--- src/rtl/rst_seq_pkg.sv ---
// Package: shared state encoding for the power-on reset sequencer.
// Assumes: three states are enough; the ordering is the release order.
package rst_seq_pkg;
    typedef enum logic [1:0] {
        SEQ_HOLD_ALL = 2'd0,   // both resets asserted, global timer running
        SEQ_QUALIFY  = 2'd1,   // global released, waiting for stable bus clock
        SEQ_RELEASED = 2'd2    // both released
    } seq_state_t;
endpackage

--- src/rtl/rst_hold_counter.sv ---
// Module: saturating hold-time counter.
// Counts enabled cycles up to LIMIT and stays there; reports when LIMIT is held.
// Assumes: LIMIT >= 1; rst_n is synchronous, active low; restart has priority
// over enable.
module rst_hold_counter #(
    parameter int LIMIT = 16
) (
    input  logic clk,
    input  logic rst_n,
    input  logic enable,
    input  logic restart,
    output logic reached
);
    localparam int W = $clog2(LIMIT + 1);
    localparam logic [W-1:0] LIMIT_W = W'(LIMIT);

    logic [W-1:0] cnt;

    // Purpose: count enabled cycles, clear on reset or restart, saturate at LIMIT.
    always_ff @(posedge clk) begin
        if (!rst_n || restart) begin
            cnt <= '0;
        end else if (enable && (cnt != LIMIT_W)) begin
            cnt <= cnt + 1'b1;
        end
    end

    // Purpose: flag that the full hold time has been counted.
    always_comb begin
        reached = (cnt == LIMIT_W);
    end

    // the counter never passes its limit.
    a_r2_no_overflow: assert property (@(posedge clk) disable iff (!rst_n)
        cnt <= LIMIT_W);

    // a restart always leaves the counter at zero.
    a_r5_restart_clears: assert property (@(posedge clk) disable iff (!rst_n)
        restart |=> (cnt == '0));
endmodule

--- src/rtl/rst_seq_fsm.sv ---
// Module: release-order state machine with registered reset outputs.
// Moves from full hold to qualification when the global timer expires. Moves
// to released when the stability timer has expired and the clock is still
// stable. Outputs are registered from the next state, so they change together
// with the state.
// Assumes: rst_n (power good) is synchronous and active low.
module rst_seq_fsm
    import rst_seq_pkg::*;
(
    input  logic       clk,
    input  logic       rst_n,
    input  logic       glob_reached,
    input  logic       stab_reached,
    input  logic       clk_stable,
    output seq_state_t state_o,
    output logic       glob_rst_n,
    output logic       bus_rst_n,
    output logic       seq_done
);
    seq_state_t state_q, state_d;

    // Purpose: next-state decision; the order of the releases is fixed.
    always_comb begin
        state_d = state_q;
        unique case (state_q)
            SEQ_HOLD_ALL: if (glob_reached)               state_d = SEQ_QUALIFY;
            SEQ_QUALIFY:  if (stab_reached && clk_stable) state_d = SEQ_RELEASED;
            SEQ_RELEASED: state_d = SEQ_RELEASED;
            default:      state_d = SEQ_HOLD_ALL;
        endcase
    end

    // Purpose: state and glitch-free output registers.
    always_ff @(posedge clk) begin
        if (!rst_n) begin
            state_q    <= SEQ_HOLD_ALL;
            glob_rst_n <= 1'b0;
            bus_rst_n  <= 1'b0;
            seq_done   <= 1'b0;
        end else begin
            state_q    <= state_d;
            glob_rst_n <= (state_d != SEQ_HOLD_ALL);
            bus_rst_n  <= (state_d == SEQ_RELEASED);
            seq_done   <= bus_rst_n;
        end
    end

    // Purpose: expose the state to the counter controls.
    always_comb begin
        state_o = state_q;
    end

    // done rises only one cycle after the bus release.
    a_r7_done_lag: assert property (@(posedge clk) disable iff (!rst_n)
        $rose(seq_done) |-> $past(bus_rst_n));

    // the global release needs an expired global timer.
    a_r2_glob_timer: assert property (@(posedge clk) disable iff (!rst_n)
        $rose(glob_rst_n) |-> $past(glob_reached));
endmodule

--- src/rtl/pwr_rst_sequencer.sv ---
// Module: power-on dual reset sequencer (top).
// Holds a global and a bus reset from power-good low. Releases the global
// reset after GLOBAL_HOLD_CYC reference cycles. Releases the bus reset after
// that, once the bus clock has been stable for STABLE_HOLD_CYC cycles.
// Assumes: clk is free-running; pwr_good and clk_stable are synchronous to clk.
module pwr_rst_sequencer #(
    parameter int GLOBAL_HOLD_CYC = 200_000,  // 2 ms at 100 MHz
    parameter int STABLE_HOLD_CYC = 10_000    // 100 us at 100 MHz
) (
    input  logic clk,
    input  logic pwr_good,
    input  logic clk_stable,
    output logic glob_rst_n,
    output logic bus_rst_n,
    output logic seq_done
);
    import rst_seq_pkg::*;

    seq_state_t state;
    logic       glob_reached;
    logic       stab_reached;
    logic       glob_en;
    logic       stab_en;
    logic       stab_restart;

    // Purpose: the global timer runs only during the full hold; the stability
    // timer runs until release and restarts on any unstable sample.
    always_comb begin
        glob_en      = (state == SEQ_HOLD_ALL);
        stab_en      = clk_stable && (state != SEQ_RELEASED);
        stab_restart = !clk_stable && (state != SEQ_RELEASED);
    end

    rst_hold_counter #(.LIMIT(GLOBAL_HOLD_CYC)) u_glob_cnt (
        .clk     (clk),
        .rst_n   (pwr_good),
        .enable  (glob_en),
        .restart (1'b0),
        .reached (glob_reached)
    );

    rst_hold_counter #(.LIMIT(STABLE_HOLD_CYC)) u_stab_cnt (
        .clk     (clk),
        .rst_n   (pwr_good),
        .enable  (stab_en),
        .restart (stab_restart),
        .reached (stab_reached)
    );

    rst_seq_fsm u_fsm (
        .clk          (clk),
        .rst_n        (pwr_good),
        .glob_reached (glob_reached),
        .stab_reached (stab_reached),
        .clk_stable   (clk_stable),
        .state_o      (state),
        .glob_rst_n   (glob_rst_n),
        .bus_rst_n    (bus_rst_n),
        .seq_done     (seq_done)
    );

    // the bus reset is never released ahead of the global reset.
    a_r3_release_order: assert property (@(posedge clk) disable iff (!pwr_good)
        bus_rst_n |-> glob_rst_n);

    // a bus release is always preceded by a stable clock sample.
    a_r4_stable_before_bus: assert property (@(posedge clk) disable iff (!pwr_good)
        $rose(bus_rst_n) |-> $past(clk_stable));

    // in the first cycle after power-good returns, every output is reset.
    a_r6_restart_clean: assert property (@(posedge clk) disable iff (!pwr_good)
        !$past(pwr_good) |-> (!glob_rst_n && !bus_rst_n && !seq_done));

    // a released bus reset stays released while power is good.
    a_r8_bus_sticky: assert property (@(posedge clk) disable iff (!pwr_good)
        bus_rst_n |=> bus_rst_n);
endmodule

--- config.mk ---
export PLATFORM = sky130hd
export DESIGN_NAME = pwr_rst_sequencer
export DESIGN_NICKNAME = d
export VERILOG_FILES = /design/src/rtl/rst_seq_pkg.sv /design/src/rtl/rst_hold_counter.sv /design/src/rtl/rst_seq_fsm.sv /design/src/rtl/pwr_rst_sequencer.sv
export SDC_FILE = /design/constraint.sdc
export NUM_CORES = 1
export LEC_CHECK = 0
export BUFFER_PORTS_ARGS = -buffer_cell sky130_fd_sc_hd__buf_2
export CAP_MARGIN = 15
export CORE_UTILIZATION = 60
export CTS_BUF_LIST = sky130_fd_sc_hd__clkbuf_16
export CTS_CLUSTER_DIAMETER = 120
export DETAILED_ROUTE_END_ITERATION = 10
export GPL_TIMING_DRIVEN = 0
export PLACE_DENSITY = 0.86
export SLEW_MARGIN = 30
export SYNTH_ARGS = -nofsm -noshare
export SYNTH_HDL_FRONTEND = slang
export SYNTH_SLANG_ARGS = --single-unit
export TNS_END_PERCENT = 100
--- constraint.sdc ---
create_clock -name clk -period 2.4 [get_ports clk]
set_input_delay 0.24 -clock clk [delete_from_list [all_inputs] [get_ports clk]]
set_output_delay 0.24 -clock clk [all_outputs]
set_load 0.1 [all_outputs]
==> results.sh, run 1 <==
export IMPL_tightestPinTransition_ns=0.483
export IMPL_synthCells=213
export IMPL_hp_class="in -> reg"
export IMPL_grt_usage_pct=25.0
export IMPL_cp_start_kind="flop"
export IMPL_clk_latency_ns=0.28
export IMPL_num_antenna_cells=0
export IMPL_port_buffers=5
export IMPL_p_clk_share_pct=47.0
export IMPL_start_util_pct=64.1
export IMPL_p_sw_w=0.000250
export IMPL_routed_wl_um=3540
export IMPL_ys_seq_area_share_pct=41.5
export IMPL_drc=0
export IMPL_final_hold_viol_count=0
export IMPL_pin_count=6
export IMPL_fillers=215
export IMPL_slew_viol_final=0
export IMPL_cts_hold_buf=0
export IMPL_rsz0062_at_grt="false"
export IMPL_routabilityCongestion=0.831
export IMPL_dr_first_iter_drc_count=83
export IMPL_worstSetupPathType="reg -> reg"
export IMPL_drt_pass1_iterations=4
export IMPL_vias=1534
export IMPL_synthArstFlopShare_pct=0
export IMPL_cts_tree="done"
export IMPL_setup_viol=0
export IMPL_period_share_pct=88.1
export IMPL_period_needed_ns=2.11
export IMPL_finClkSkew_ns=0.00426
export IMPL_mostFrequentLayoutCell="dfxtp_1"
export IMPL_wl_per_cell_um=13.9
export IMPL_endpoint_kind="flop"
export IMPL_numCtsBuffers=5
export IMPL_cp_max_fo=10
export IMPL_slew_headroom_pct=68.0
export IMPL_clk_pin_slew_ns=0.05
export IMPL_drv_cap=0
export IMPL_finalSetupTns_ns=0
export IMPL_critPathRequiredTime_ns=2.55
export IMPL_layout_setup_ws_ns=0.285
export IMPL_numClockSinks=37
export IMPL_ant_nets=0
export IMPL_cts_root_buf="clkbuf_16"
export IMPL_synth_seq_cells=37
export IMPL_netSwitchingFraction_pct=20.0
export IMPL_cp_arrival_ns=2.27
export IMPL_synth_ff_type="dfxtp_1"
export IMPL_place_area_um2=1850
export IMPL_die_y_um=56.5
export IMPL_p_leak_nw=0.632
export IMPL_htreeDepth=2
export IMPL_final_cell_mix="37 x dfxtp_1, 28 x nor2_1, 17 x nand2_1, 16 x xnor2_1"
export IMPL_internal_power_w=0.00100
export IMPL_final_cell_area_um2=1980
export IMPL_syn_area_per_cell_um2=8.37
export IMPL_yosys_warnings=0
export IMPL_syn_to_final_growth_pct=10.9
export IMPL_final_layout_size_suffix_gt1_share_pct=8.04
export IMPL_power_frac_seq_pct=50.1
export IMPL_hpwlAfterDp_um=2530
export IMPL_power_frac_comb_pct=3.0
export IMPL_antenna_found_initial=0
export IMPL_powerDensity_nw_per_um2=634
export IMPL_grt_max_degree=11
export IMPL_pre_cts_slack_ns=0.310
export IMPL_synth_nets=220
export IMPL_grt_pass1_wl_um=6130
export IMPL_synth_area_um2=1780
export IMPL_die_area_um2=3190
export IMPL_die_w_um=56.5
export IMPL_postCtsResizedCells=0
export IMPL_rows=19
export IMPL_final_net_count=232
export IMPL_via_per_inst=6.02
export IMPL_status="finished clean"
export IMPL_rrSetupSlack_ns=0.29
export IMPL_grt_pass1_vias=1363
export IMPL_ys_types=36
export IMPL_max_freq_ghz=0.473
export IMPL_synth_edf_count=0
export IMPL_core_area_um2=2780
export IMPL_cts_setup_buffers=0
export IMPL_overflow=0
export IMPL_peakVddDrop_mv=0.834
export IMPL_clk_path_buf_depth=2
-- power groups by stage --
| stage | sequential [W] | clock, W | combinational, W |
|---|---|---|---|
| after detailed placement | 0.000640 | 0 | 0.0000369 |
| after floorplan | 0.000638 | 0 | 0.0000255 |
| after global placement | 0.000640 | 0 | 0.0000366 |
| after CTS | 0.000627 | 0.000607 | 0.0000369 |
| final | 0.000627 | 0.000588 | 0.0000371 |
| after global routing | 0.000627 | 0.000636 | 0.0000425 |
-- sequential cells by signal, summed over array words and instances, names as in the netlist --
signal            flops
u_glob_cnt.cnt       18
u_fsm.glob_rst_n      1
u_fsm.seq_done        1
u_fsm.bus_rst_n       1
u_fsm.state_o         2
u_stab_cnt.cnt       14
-- synth_stat cells (all sizes together) (5+ instances only) --
cell   count  area (um^2)
dfxtp     37          741
nand4      8         50.1
nand2     17         63.8
xnor2     16          140
nor2      28          105
o21ai      7         35.0
or4        5         37.5
a21oi     13         65.1
nand3     14         75.1
inv        7         26.3
nor3      11         55.1
nor4       5         46.3
or3        5         31.3
-- critical path, stage by stage (launching register included) --
cell and delay [ns]:
dfxtp_1 0.36, or4b_1 0.59, nor4_4 0.40, buf_2 0.30, nor3_1 0.10, xnor2_1 0.18, nor2_1 0.05
-- routing by layer --
| layer | wire [um] | global-route usage [%] | up-vias |
|---|---|---|---|
| met5 | 0 | 0 | - |
| met4 | 53 | 8.36 | 0 |
| met3 | 245 | 8.29 | 6 |
| met2 | 1570 | 38.8 | 55 |
| met1 | 1680 | 32.4 | 690 |
| li1 | - | - | 783 |
-- logic make-up after synthesis --
family / synth area share [%]
xor+xnor: 9.33
buf+inv: 3.37
fa+ha+maj: 2.81
compound gates: 8.70
flops: 41.5
simple gates: 34.2
-- area by class of cell --
cell class | count | area (um^2) | area share (%)
Sequential cell | 37 | 741 | 37.5
Clock buffer | 5 | 125 | 6.33
Inverter | 7 | 26.3 | 1.33
Multi-Input combinational cell | 161 | 982 | 49.7
Timing Repair Buffer | 5 | 25.0 | 1.27
Buffer | 8 | 33.8 | 1.71
Tap cell | 31 | 38.8 | 1.96
Clock inverter | 1 | 5.00 | 0.253
-- final timing paths --
check	from	end	cells after the start
max	u_stab_cnt.cnt[3]	u_stab_cnt.cnt[9]	6
min	pwr_good	u_glob_cnt.cnt[2]	3
max reg2reg	u_stab_cnt.cnt[3]	u_stab_cnt.cnt[9]	6
min reg2reg	u_fsm.bus_rst_n	u_fsm.seq_done	1
-- metrics by stage --
step / hold slack (ns) / power [W] / cells / util [%]
2_1_floorplan: 0.362 / 0.000664 / 213 / -
3_3_place_gp: 0.437 / 0.000676 / 249 / 66.4
3_5_place_dp: 0.447 / 0.000677 / 249 / 66.4
4_1_cts: 0.287 / 0.00127 / 255 / 71.1
5_1_grt: 0.310 / 0.00131 / 255 / 71.1
6_report: 0.294 / 0.00125 / 255 / 71.1
No activity file was read; power rests on OpenSTA's default activity.
==> inputs of run 2 (changes only) <==
--- a/config.mk
+++ b/config.mk
@@ -12,9 +12,10 @@
 export CTS_CLUSTER_DIAMETER = 120
 export DETAILED_ROUTE_END_ITERATION = 10
 export GPL_TIMING_DRIVEN = 0
-export PLACE_DENSITY = 0.86
+export PLACE_DENSITY = 0.79
 export SLEW_MARGIN = 30
 export SYNTH_ARGS = -nofsm -noshare
 export SYNTH_HDL_FRONTEND = slang
+export SYNTH_HIERARCHICAL = 1
 export SYNTH_SLANG_ARGS = --single-unit
 export TNS_END_PERCENT = 100
==> run 2 against run 1 <==
Net effect:
- combinational power grew 5.7%
- hold slack lost 0.051 ns
- maximum frequency grew 6.3%
- the run now ends with design-rule violations left
- clock power grew 41%
- total power grew 19%
- critical path depth shrank 1
- global-route usage is essentially flat
- synthesized cell count grew 1.4%
- clock skew shrank 0.0026 ns
- count of clock-buffer cells in the layout is the same
==> results.sh, run 2 <==
export IMPL_routed_wl_um=3660
export IMPL_cp_start_kind="flop"
export IMPL_routabilityCongestion=0.845
export IMPL_period_share_pct=82.9
export IMPL_drc=1
export IMPL_overflow=0
export IMPL_core_area_um2=2830
export IMPL_top_register="u_glob_cnt/cnt"
export IMPL_yosys_top_cells_area="dfxtp_1 40%, nand2_1 5.1%, nor2_1 4.3%, mux2i_1 3.8%, xor2_1 3.8%"
export IMPL_synthArstFlopShare_pct=0
export IMPL_setup_viol=0
export IMPL_cts_root_buf="clkbuf_16"
export IMPL_mostFrequentLayoutCell="dfxtp_1"
export IMPL_synth_common_cells="37 x dfxtp_1, 25 x nand2_1, 21 x nor2_1, 10 x nand4_1"
export IMPL_rows=19
export IMPL_cp_slowest_cell="nor4b_1"
export IMPL_violations="design-rule violations"
export IMPL_vias=1580
export IMPL_die_y_um=57.3
export IMPL_synth_top_cell_area_share_pct=40.3
export IMPL_synth_ff_type="dfxtp_1"
export IMPL_cp_max_fo=6
export IMPL_max_stage_delay_ns=0.60
export IMPL_cts_setup_buffers=0
export IMPL_slew_viol_final=0
export IMPL_peakVddDrop_mv=0.613
export IMPL_postCtsResizedCells=0
export IMPL_period_needed_ns=1.99
export IMPL_synth_most_common_cell="dfxtp_1"
export IMPL_finalSetupTns_ns=0
export IMPL_grt_max_degree=13
export IMPL_worstSetupPathType="reg -> reg"
export IMPL_drt_pass1_iterations=8
export IMPL_clk_path_buf_depth=2
export IMPL_p_leak_nw=0.682
export IMPL_num_antenna_cells=0
export IMPL_dr_first_iter_drc_count=90
export IMPL_htreeDepth=2
export IMPL_drv_cap=0
export IMPL_powerDensity_nw_per_um2=713
export IMPL_final_layout_size_suffix_gt1_share_pct=10.0
export IMPL_start_util_pct=65.0
export IMPL_yosys_warnings=6
export IMPL_port_buffers=5
export IMPL_die_w_um=57.3
export IMPL_final_hold_viol_count=0
export IMPL_synthSimpleGateAreaFrac_pct=33.6
export IMPL_numClockSinks=37
export IMPL_synth_xor_area_share_pct=7.15
export IMPL_cp_cell_sequence="nor4_1, nand4_1, nor4b_1, nor2_1, nor3b_2"
export IMPL_final_net_count=235
export IMPL_grt_util_met3_pct=7.26
export IMPL_largest_reg_flops=18
export IMPL_synth_compound_area_share_pct=9.05
export IMPL_cp_arrival_ns=2.19
export IMPL_antenna_found_initial=0
export IMPL_pin_count=6
export IMPL_grt_usage_pct=25.0
export IMPL_die_area_um2=3290
export IMPL_via_per_inst=6.08
export IMPL_hp_class="in -> reg"
export IMPL_synth_edf_count=0
export IMPL_wl_per_cell_um=14.1
export IMPL_rsz0062_at_grt="false"
export IMPL_synth_largest_area_cell="dfxtp_1"
export IMPL_synth_area_um2=1840
export IMPL_synth_fa_ha_area_share_pct=2.72
export IMPL_syn_to_final_growth_pct=13.8
export IMPL_clk_pin_slew_ns=0.05
export IMPL_hpwlAfterDp_um=2510
export IMPL_status="complete, but fails checks"
export IMPL_synth_area_mux_share_pct=3.81
export IMPL_synth_top_family_by_area="simple AND/OR/NAND/NOR gates"
export IMPL_numCtsBuffers=5
export IMPL_slew_headroom_pct=59.5
export IMPL_grt_pass1_vias=1399
export IMPL_ys_seq_area_share_pct=40.3
export IMPL_grt_use_met2_pct=41.0
export IMPL_syn_area_per_cell_um2=8.51
export IMPL_synthCells=216
export IMPL_synth_seq_cells=37
export IMPL_critPathRequiredTime_ns=2.61
export IMPL_ys_types=43
export IMPL_busiest_layer="met2"
export IMPL_clk_latency_ns=0.27
export IMPL_cts_tree="done"
export IMPL_utilization_pct=73.9
export IMPL_grt_pass1_wl_um=6240
export IMPL_grtUsageMet1_pct=31.8
export IMPL_cts_hold_buf=0
export IMPL_tightestPinTransition_ns=0.607
export IMPL_max_freq_ghz=0.503
export IMPL_ant_nets=0
export IMPL_endpoint_kind="flop"
export IMPL_synth_nets=223
export IMPL_finClkSkew_ns=0.00162
export IMPL_final_cell_mix="37 x dfxtp_1, 25 x nand2_1, 21 x nor2_1, 10 x nand4_1"
## run 2: cell types whose count changed in the layout (fill, tap and decap cells not counted), moves of 4 or more
| cell | previous run | this run |
|---|---|---|
| nand3_1 | 13 | 5 |
| nor2_1 | 28 | 21 |
| nand2b_1 | 2 | 6 |
| nand2_1 | 17 | 25 |
| xnor2_1 | 16 | 7 |
| nor4_1 | 4 | 9 |
| a21oi_1 | 13 | 9 |
| nor3_1 | 11 | 5 |
| xor2_1 | 3 | 8 |
| mux2i_1 | 0 | 7 |
## run 2: per-stage QoR
stage,power [W],hold slack (ns),instance area [um^2],cells,setup slack [ns]
after floorplan,0.000661,0.346,1840,216,0.744
after global placement,0.000670,0.445,1900,252,0.523
after detailed placement,0.000673,0.453,1900,252,0.476
after CTS,0.00150,0.246,2090,260,0.452
after global routing,0.00153,0.252,2090,260,0.230
final,0.00149,0.243,2090,260,0.411
## run 2: path summary, 6_finish.rpt
path / start / endpoint / slack [ns] / depth (start not counted)
min reg2reg: u_fsm/bus_rst_n / u_fsm/seq_done / 0.46 / 1
max reg2reg: u_glob_cnt/cnt[9] / u_fsm/state_o[0] / 0.41 / 5
min: pwr_good / u_fsm/glob_rst_n / 0.24 / 3
max: u_glob_cnt/cnt[9] / u_fsm/state_o[0] / 0.41 / 5
## run 2: logic make-up (layout without fill, tap and decap cells)
| group | after synthesis | in the layout |
|---|---|---|
| xor gates and xnor gates | 15 | 15 |
| other | 1 | 1 |
| and+or+nand+nor | 110 | 110 |
| AOI/OAI and AO/OA | 27 | 27 |
| buffers and inverters | 15 | 28 |
| muxes | 7 | 7 |
| adders and majority gates | 4 | 4 |
| DFF | 37 | 37 |
## run 2: metal layers
layer	up-vias	wire (um)
met5	-	0
met4	0	44
met3	7	179
met2	50	1720
met1	724	1710
li1	799	-
## run 2: where the power goes
group	switching [W]	internal, W	leakage [nW]	total, W
Combinational	0.0000260	0.0000131	0.290	0.0000392
Sequential	0.00000395	0.000617	0.298	0.000621
Clock	0.000239	0.000593	0.0938	0.000831
Total	0.000269	0.00122	0.682	0.00149
## run 2: worst max-delay path, delay by kind of cell (launching register included)
family / cells / cell delay, ns
flip-flops: 1 / 0.35
AND/OR/NAND/NOR: 5 / 1.56
## run 2: layout make-up
| class | instances | area [um^2] |
|---|---|---|
| multi-input cells | 164 | 1040 |
| flip-flops and latches | 37 | 741 |
| fillers | 213 | 737 |
| clock buffers | 5 | 125 |
| clock inverters | 3 | 65.1 |
| well taps | 31 | 38.8 |
| inverters | 10 | 37.5 |
| repair buffers | 5 | 25.0 |
| plain buffers | 5 | 20.0 |
